$ cat src/rtl/gpio_port_pkg.sv
package gpio_port_pkg;

    localparam int ADDR_W = 4;

    typedef enum logic [ADDR_W-1:0] {
        RA_DIR   = 4'd0,
        RA_DATA  = 4'd1,
        RA_SET   = 4'd2,
        RA_CLR   = 4'd3,
        RA_TGL   = 4'd4,
        RA_MSET  = 4'd5,
        RA_MCLR  = 4'd6,
        RA_TRIG  = 4'd7,
        RA_BOTH  = 4'd8
    } reg_addr_e;

    typedef struct packed {
        logic dir;
        logic data;
        logic set;
        logic clr;
        logic tgl;
        logic mset;
        logic mclr;
        logic trig;
        logic both;
    } wr_strobe_t;

    function automatic wr_strobe_t decode_write(input logic en, input logic [ADDR_W-1:0] addr);
        wr_strobe_t s;
        s = '0;
        if (en) begin
            case (reg_addr_e'(addr))
                RA_DIR:  s.dir  = 1'b1;
                RA_DATA: s.data = 1'b1;
                RA_SET:  s.set  = 1'b1;
                RA_CLR:  s.clr  = 1'b1;
                RA_TGL:  s.tgl  = 1'b1;
                RA_MSET: s.mset = 1'b1;
                RA_MCLR: s.mclr = 1'b1;
                RA_TRIG: s.trig = 1'b1;
                RA_BOTH: s.both = 1'b1;
                default: s = '0;
            endcase
        end
        return s;
    endfunction

endpackage

$ cat src/rtl/gpio_sync.sv
module gpio_sync #(
    parameter int WIDTH  = 16,
    parameter int STAGES = 2
) (
    input  logic             clk,
    input  logic             rst,
    input  logic [WIDTH-1:0] d,
    output logic [WIDTH-1:0] q
);
    logic [WIDTH-1:0] chain [STAGES];

    generate
        for (genvar s = 0; s < STAGES; s++) begin : g_stage
            if (s == 0) begin : g_first
                always_ff @(posedge clk) begin
                    if (rst) chain[s] <= '0;
                    else     chain[s] <= d;
                end
            end else begin : g_next
                always_ff @(posedge clk) begin
                    if (rst) chain[s] <= '0;
                    else     chain[s] <= chain[s-1];
                end
            end
        end
    endgenerate

    assign q = chain[STAGES-1];
endmodule

$ cat src/rtl/gpio_regs.sv
module gpio_regs
    import gpio_port_pkg::*;
#(
    parameter int WIDTH = 16
) (
    input  logic             clk,
    input  logic             rst,
    input  wr_strobe_t       stb,
    input  logic [WIDTH-1:0] wdata,
    output logic [WIDTH-1:0] dir_q,
    output logic [WIDTH-1:0] out_q,
    output logic [WIDTH-1:0] mask_q,
    output logic [WIDTH-1:0] trig_q,
    output logic [WIDTH-1:0] both_q
);
    always_ff @(posedge clk) begin
        if (rst) begin
            dir_q  <= '0;
            out_q  <= '0;
            mask_q <= '0;
            trig_q <= '0;
            both_q <= '0;
        end else begin
            if (stb.dir)  dir_q  <= wdata;
            if (stb.trig) trig_q <= wdata;
            if (stb.both) both_q <= wdata;

            if (stb.data)     out_q <= wdata;
            else if (stb.clr) out_q <= out_q & ~wdata;
            else if (stb.set) out_q <= out_q | wdata;
            else if (stb.tgl) out_q <= out_q ^ wdata;

            if (stb.mclr)      mask_q <= mask_q & ~wdata;
            else if (stb.mset) mask_q <= mask_q | wdata;
        end
    end
endmodule

$ cat src/rtl/gpio_irq_detect.sv
module gpio_irq_detect #(
    parameter int WIDTH = 16
) (
    input  logic             clk,
    input  logic             rst,
    input  logic [WIDTH-1:0] src,
    input  logic [WIDTH-1:0] trig,
    input  logic [WIDTH-1:0] both,
    input  logic [WIDTH-1:0] mask,
    input  logic [WIDTH-1:0] clr_pend,
    output logic             irq
);
    logic [WIDTH-1:0] prev_q;
    logic [WIDTH-1:0] pend_q;
    logic [WIDTH-1:0] active;

    generate
        for (genvar g = 0; g < WIDTH; g++) begin : g_pin
            logic rise, fall, event_hit;
            assign rise      = src[g] & ~prev_q[g];
            assign fall      = ~src[g] & prev_q[g];
            assign event_hit = trig[g] & (rise | (both[g] & fall));

            always_ff @(posedge clk) begin
                if (rst) begin
                    prev_q[g] <= 1'b0;
                    pend_q[g] <= 1'b0;
                end else begin
                    prev_q[g] <= src[g];
                    if (clr_pend[g])    pend_q[g] <= 1'b0;
                    else if (event_hit) pend_q[g] <= 1'b1;
                end
            end

            assign active[g] = trig[g] ? pend_q[g] : src[g];
        end
    endgenerate

    assign irq = |(active & mask);
endmodule

$ cat src/rtl/gpio_irq_port.sv
module gpio_irq_port
    import gpio_port_pkg::*;
#(
    parameter int WIDTH     = 16,
    parameter int SYNC_DEPTH = 2
) (
    input  logic              clk,
    input  logic              rst,
    input  logic              bus_sel,
    input  logic              bus_wr,
    input  logic [ADDR_W-1:0] bus_addr,
    input  logic [WIDTH-1:0]  bus_wdata,
    output logic [WIDTH-1:0]  bus_rdata,
    input  logic [WIDTH-1:0]  pin_in,
    output logic [WIDTH-1:0]  pin_out,
    output logic [WIDTH-1:0]  pin_oe,
    output logic              irq
);
    wr_strobe_t       stb;
    logic [WIDTH-1:0] dir_q, out_q, mask_q, trig_q, both_q;
    logic [WIDTH-1:0] in_sync, src, clr_pend;

    assign stb = decode_write(bus_sel & bus_wr, bus_addr);

    gpio_sync #(.WIDTH(WIDTH), .STAGES(SYNC_DEPTH)) u_sync (
        .clk (clk),
        .rst (rst),
        .d   (pin_in),
        .q   (in_sync)
    );

    gpio_regs #(.WIDTH(WIDTH)) u_regs (
        .clk    (clk),
        .rst    (rst),
        .stb    (stb),
        .wdata  (bus_wdata),
        .dir_q  (dir_q),
        .out_q  (out_q),
        .mask_q (mask_q),
        .trig_q (trig_q),
        .both_q (both_q)
    );

    // Output pins source their own written level; input pins the synchronised pin.
    assign src      = (dir_q & out_q) | (~dir_q & in_sync);
    assign clr_pend = stb.clr ? bus_wdata : '0;

    gpio_irq_detect #(.WIDTH(WIDTH)) u_detect (
        .clk      (clk),
        .rst      (rst),
        .src      (src),
        .trig     (trig_q),
        .both     (both_q),
        .mask     (mask_q),
        .clr_pend (clr_pend),
        .irq      (irq)
    );

    always_comb begin
        case (reg_addr_e'(bus_addr))
            RA_DIR:                         bus_rdata = dir_q;
            RA_DATA, RA_SET, RA_CLR, RA_TGL: bus_rdata = src;
            RA_MSET, RA_MCLR:               bus_rdata = mask_q;
            RA_TRIG:                        bus_rdata = trig_q;
            RA_BOTH:                        bus_rdata = both_q;
            default:                        bus_rdata = '0;
        endcase
    end

    assign pin_out = out_q;
    assign pin_oe  = dir_q;
endmodule

$ cat config.mk
export PLATFORM = sky130hd
export DESIGN_NAME = gpio_irq_port
export DESIGN_NICKNAME = d
export VERILOG_FILES = /design/src/rtl/gpio_port_pkg.sv /design/src/rtl/gpio_sync.sv /design/src/rtl/gpio_regs.sv /design/src/rtl/gpio_irq_detect.sv /design/src/rtl/gpio_irq_port.sv
export SDC_FILE = /design/constraint.sdc
export NUM_CORES = 1
export LEC_CHECK = 0
export ABC_CLOCK_PERIOD_IN_PS = 4550
export CORE_MARGIN = 5
export CORE_UTILIZATION = 38
export DETAILED_ROUTE_END_ITERATION = 8
export PLACE_DENSITY = 0.7
export SYNTH_ARGS = -nofsm -noshare
export SYNTH_HDL_FRONTEND = slang
export SYNTH_SLANG_ARGS = --single-unit
$ cat constraint.sdc
create_clock -name clk -period 4.55 [get_ports clk]
set_input_delay 0.91 -clock clk [delete_from_list [all_inputs] [get_ports clk]]
set_output_delay 0.91 -clock clk [all_outputs]
set_load 0.02 [all_outputs]
==> results by group <==
Critical path
  • R2r startpoint: u_regs.dir_q[6]$_SDFFE_PP0P_
  • CP max stage cell: or3_1
  • CP max stage delay: 0.66 ns
  • CP Class: input pin to output port
  • Arrival time worst endpoint: 3.48 ns
  • Worst r2r dst: u_detect.pend_q[6]$_SDFFE_PP0P_
  • CP required: 3.64 ns
  • Crit-path cells: clkdlybuf4s50_1, nor2_1, nor2b_1, or3_1, o211ai_1, clkdlybuf4s50_1
  • Setup crit end kind: output port
  • FF-to-FF setup slack: 2.79 ns
  • Most used cell, CP: clkdlybuf4s50_1
  • CP max FO: 16
  • Worst r2r path cells: 5
  • Startpoint Class: input pin

STA
  • Setup WS post-layout: 0.162 ns
  • Final hold vios: 0
  • Final Hold Slack: 0.433 ns
  • Fin crit share: 96.4%
  • RSZ-0062 raised after global routing: no
  • Fmax achieved: 0.228 GHz
  • Max Slew Vio Count: 0
  • Final setup TNS: 0 ns
  • Slew @ Worst Pin: 0.945 ns
  • Rel. slew slack: 36.8%
  • Final min period: 4.39 ns
  • Worst clock skew: 0.00738 ns
  • # setup viols final: 0

Finish
  • Net count, final: 924
  • Share of cells above drive strength 1: 5.90%
  • # diodes: 0
  • Post-route cell area: 8340 um^2
  • Area growth syn-to-layout: 22.6%

Drt
  • Final WL: 19,800 um
  • WL met1: 9020 um
  • DRT Pass-1 Iters: 5
  • Top layer in use: met4
  • Drt drc: 0
  • Wire per inst: 18.1 um
  • DR iter-0 viols: 600
  • Metal2 WL: 8910 um
  • Routed length on met3: 1270 um
  • ANT nets after route: 0
  • Via-to-Cell Ratio: 5.45
  • DR vias: 5,953

Logic synthesis
  • Net count after synthesis: 855
  • Synth Flop Type: dfxtp_1
  • Warnings, synthesis: 0
  • Synth area leader: dfxtp_1
  • Post-synth EDFFs: 0
  • Dominant cells by area after synthesis: dfxtp_1, a21oi_1, ha_1
  • Yosys top cell area share: 42.4%
  • Mapped Area: 6800 um^2
  • Commonest cells post-synth: dfxtp_1, a21oi_1, nand2_1
  • Post-synth ARST share: 0%
  • Count leader, synth: dfxtp_1
  • Register area share after synthesis: 42.4%
  • Syn Area/Cell: 8.68 um^2
  • Synth unique cells: 42
  • Flip-flop and latch count after synthesis: 144
  • Cells after Synth: 783

GRT
  • Largest net degree at the start of global routing: 145
  • Gr usage total: 19.0%
  • GRT overflow: 0
  • Initial antenna violation count: 0
  • Vias in the first global route: 5,485
  • First-pass GRT wire length: 30,400 um

Placement
  • Port bufs: 88
  • Hpwl dp: 13,300 um
  • Pre-CTS setup slack: 0.160 ns
  • GP Congestion: 0.848
  • Area after DPL: 7810 um^2

Flow run
  • Max-cap viol count: 0

Clock network
  • CTS Buf Count: 17
  • Hold_buf cts: 0
  • Post-CTS setup buffers: 0
  • Clock tree buffer depth: 2
  • Root Driver: clkbuf_16
  • TritonCTS clock tree: done
  • Resize count post-CTS: 0
  • Clock transition at the registers of the reported paths: 0.05 ns
  • Clock latency at the later pin of the worst-skew pair: 0.43 ns
  • Sink Count: 144
  • Max H-tree Level: 4

Worst hold path
  • HP Class: register to register
  • Hold endpoint: u_sync.chain[1][9]$_SDFF_PP0_
  • Hold path start: u_sync.chain[0][9]$_SDFF_PP0_
  • Hold Crit Depth: 1

Power and ir drop
  • Max VDD drop: 0.273 mV
  • Pleak: 0.00284 uW
  • Power Dens Cells: 341 nW/um^2

Die
  • Die Wd: 144 um
  • Die area: 20,700 um^2
  • Chip height: 144 um
  • Total core area: 17,800 um^2
  • Ports: 89
  • Initial core utilization: 38.2%
  • Row cnt: 49

Run status
  • Status: finished, final reports clean
cells by family after synthesis:
kind of cell / Yosys count / synth area share (%)
buf+inv: 111 / 7.38
fa+ha+maj: 32 / 5.89
simple gates: 206 / 15.3
compound gates: 252 / 23.5
xor+xnor: 1 / 0.129
flops: 144 / 42.4
mux: 37 / 5.45
critical path: cells and delay by family:
kind / cells / cell delay [ns]
buf+inv: 2 / 1.20
compound gates: 1 / 0.35
simple gates: 3 / 1.02
cell usage in the layout, fill, tap and decap left out, drive strengths merged, types with 2 or more instances in the layout:
cell	n
a21boi	2
o21ai	31
a21oi	89
o211ai	19
a221oi	8
clkinv	3
a22o	2
clkbuf	25
nand2b	8
inv	56
clkinvlp	2
nor2b	34
ha	32
o22ai	18
clkdlybuf4s50	87
and3	4
a311oi	3
mux2i	37
a221o	3
nor2	52
dfxtp	144
nand3	19
a211oi	41
buf	18
nor3	7
nand2	72
nor4	4
a22oi	34
per-stage QoR:
step / instances / util, % / power (uW)
floorplan: 783 / - / 1490
global placement: 1062 / 43.9 / 1590
detailed placement: 1062 / 43.9 / 1600
CTS: 1093 / 46.9 / 2860
global route: 1093 / 46.9 / 2940
finish: 1093 / 46.9 / 2850
power by group:
part	internal, uW	switching (uW)
clock	759	513
sequential	1290	20.1
combinational	108	157
total	2160	690
area by class of cell:
type                            count  area, um^2
Tap cell                          229         287
Fill cell                        1694        9440
Inverter                           56         210
Multi-Input combinational cell    528        3410
Sequential cell                   144        2880
Timing Repair Buffer              105        1020
Clock inverter                      6        60.1
Clock buffer                       25         465
routing by layer:
| metal | vias up | GRT usage (%) |
|---|---|---|
| met4 | 0 | 8.77 |
| met3 | 40 | 4.09 |
| met1 | 2792 | 26.3 |
| li1 | 2908 | - |
| met2 | 213 | 28.3 |
| met5 | - | 0 |
worst max path at each step:
| stage | startpoint | endpoint | slack (ns) | cells after the start |
|---|---|---|---|---|
| 3_3_place_gp | bus_addr[1] | bus_rdata[14] | 0.25 | 6 |
| 5_1_grt | bus_addr[1] | bus_rdata[14] | 0.04 | 6 |
| 2_1_floorplan | bus_addr[1] | bus_rdata[10] | 1.31 | 7 |
| 3_5_place_dp | bus_addr[1] | bus_rdata[14] | 0.16 | 6 |
| 4_1_cts | bus_addr[1] | bus_rdata[14] | 0.17 | 6 |
| 6_report | bus_addr[1] | bus_rdata[14] | 0.16 | 6 |
Power figures use the tool's default switching activity.
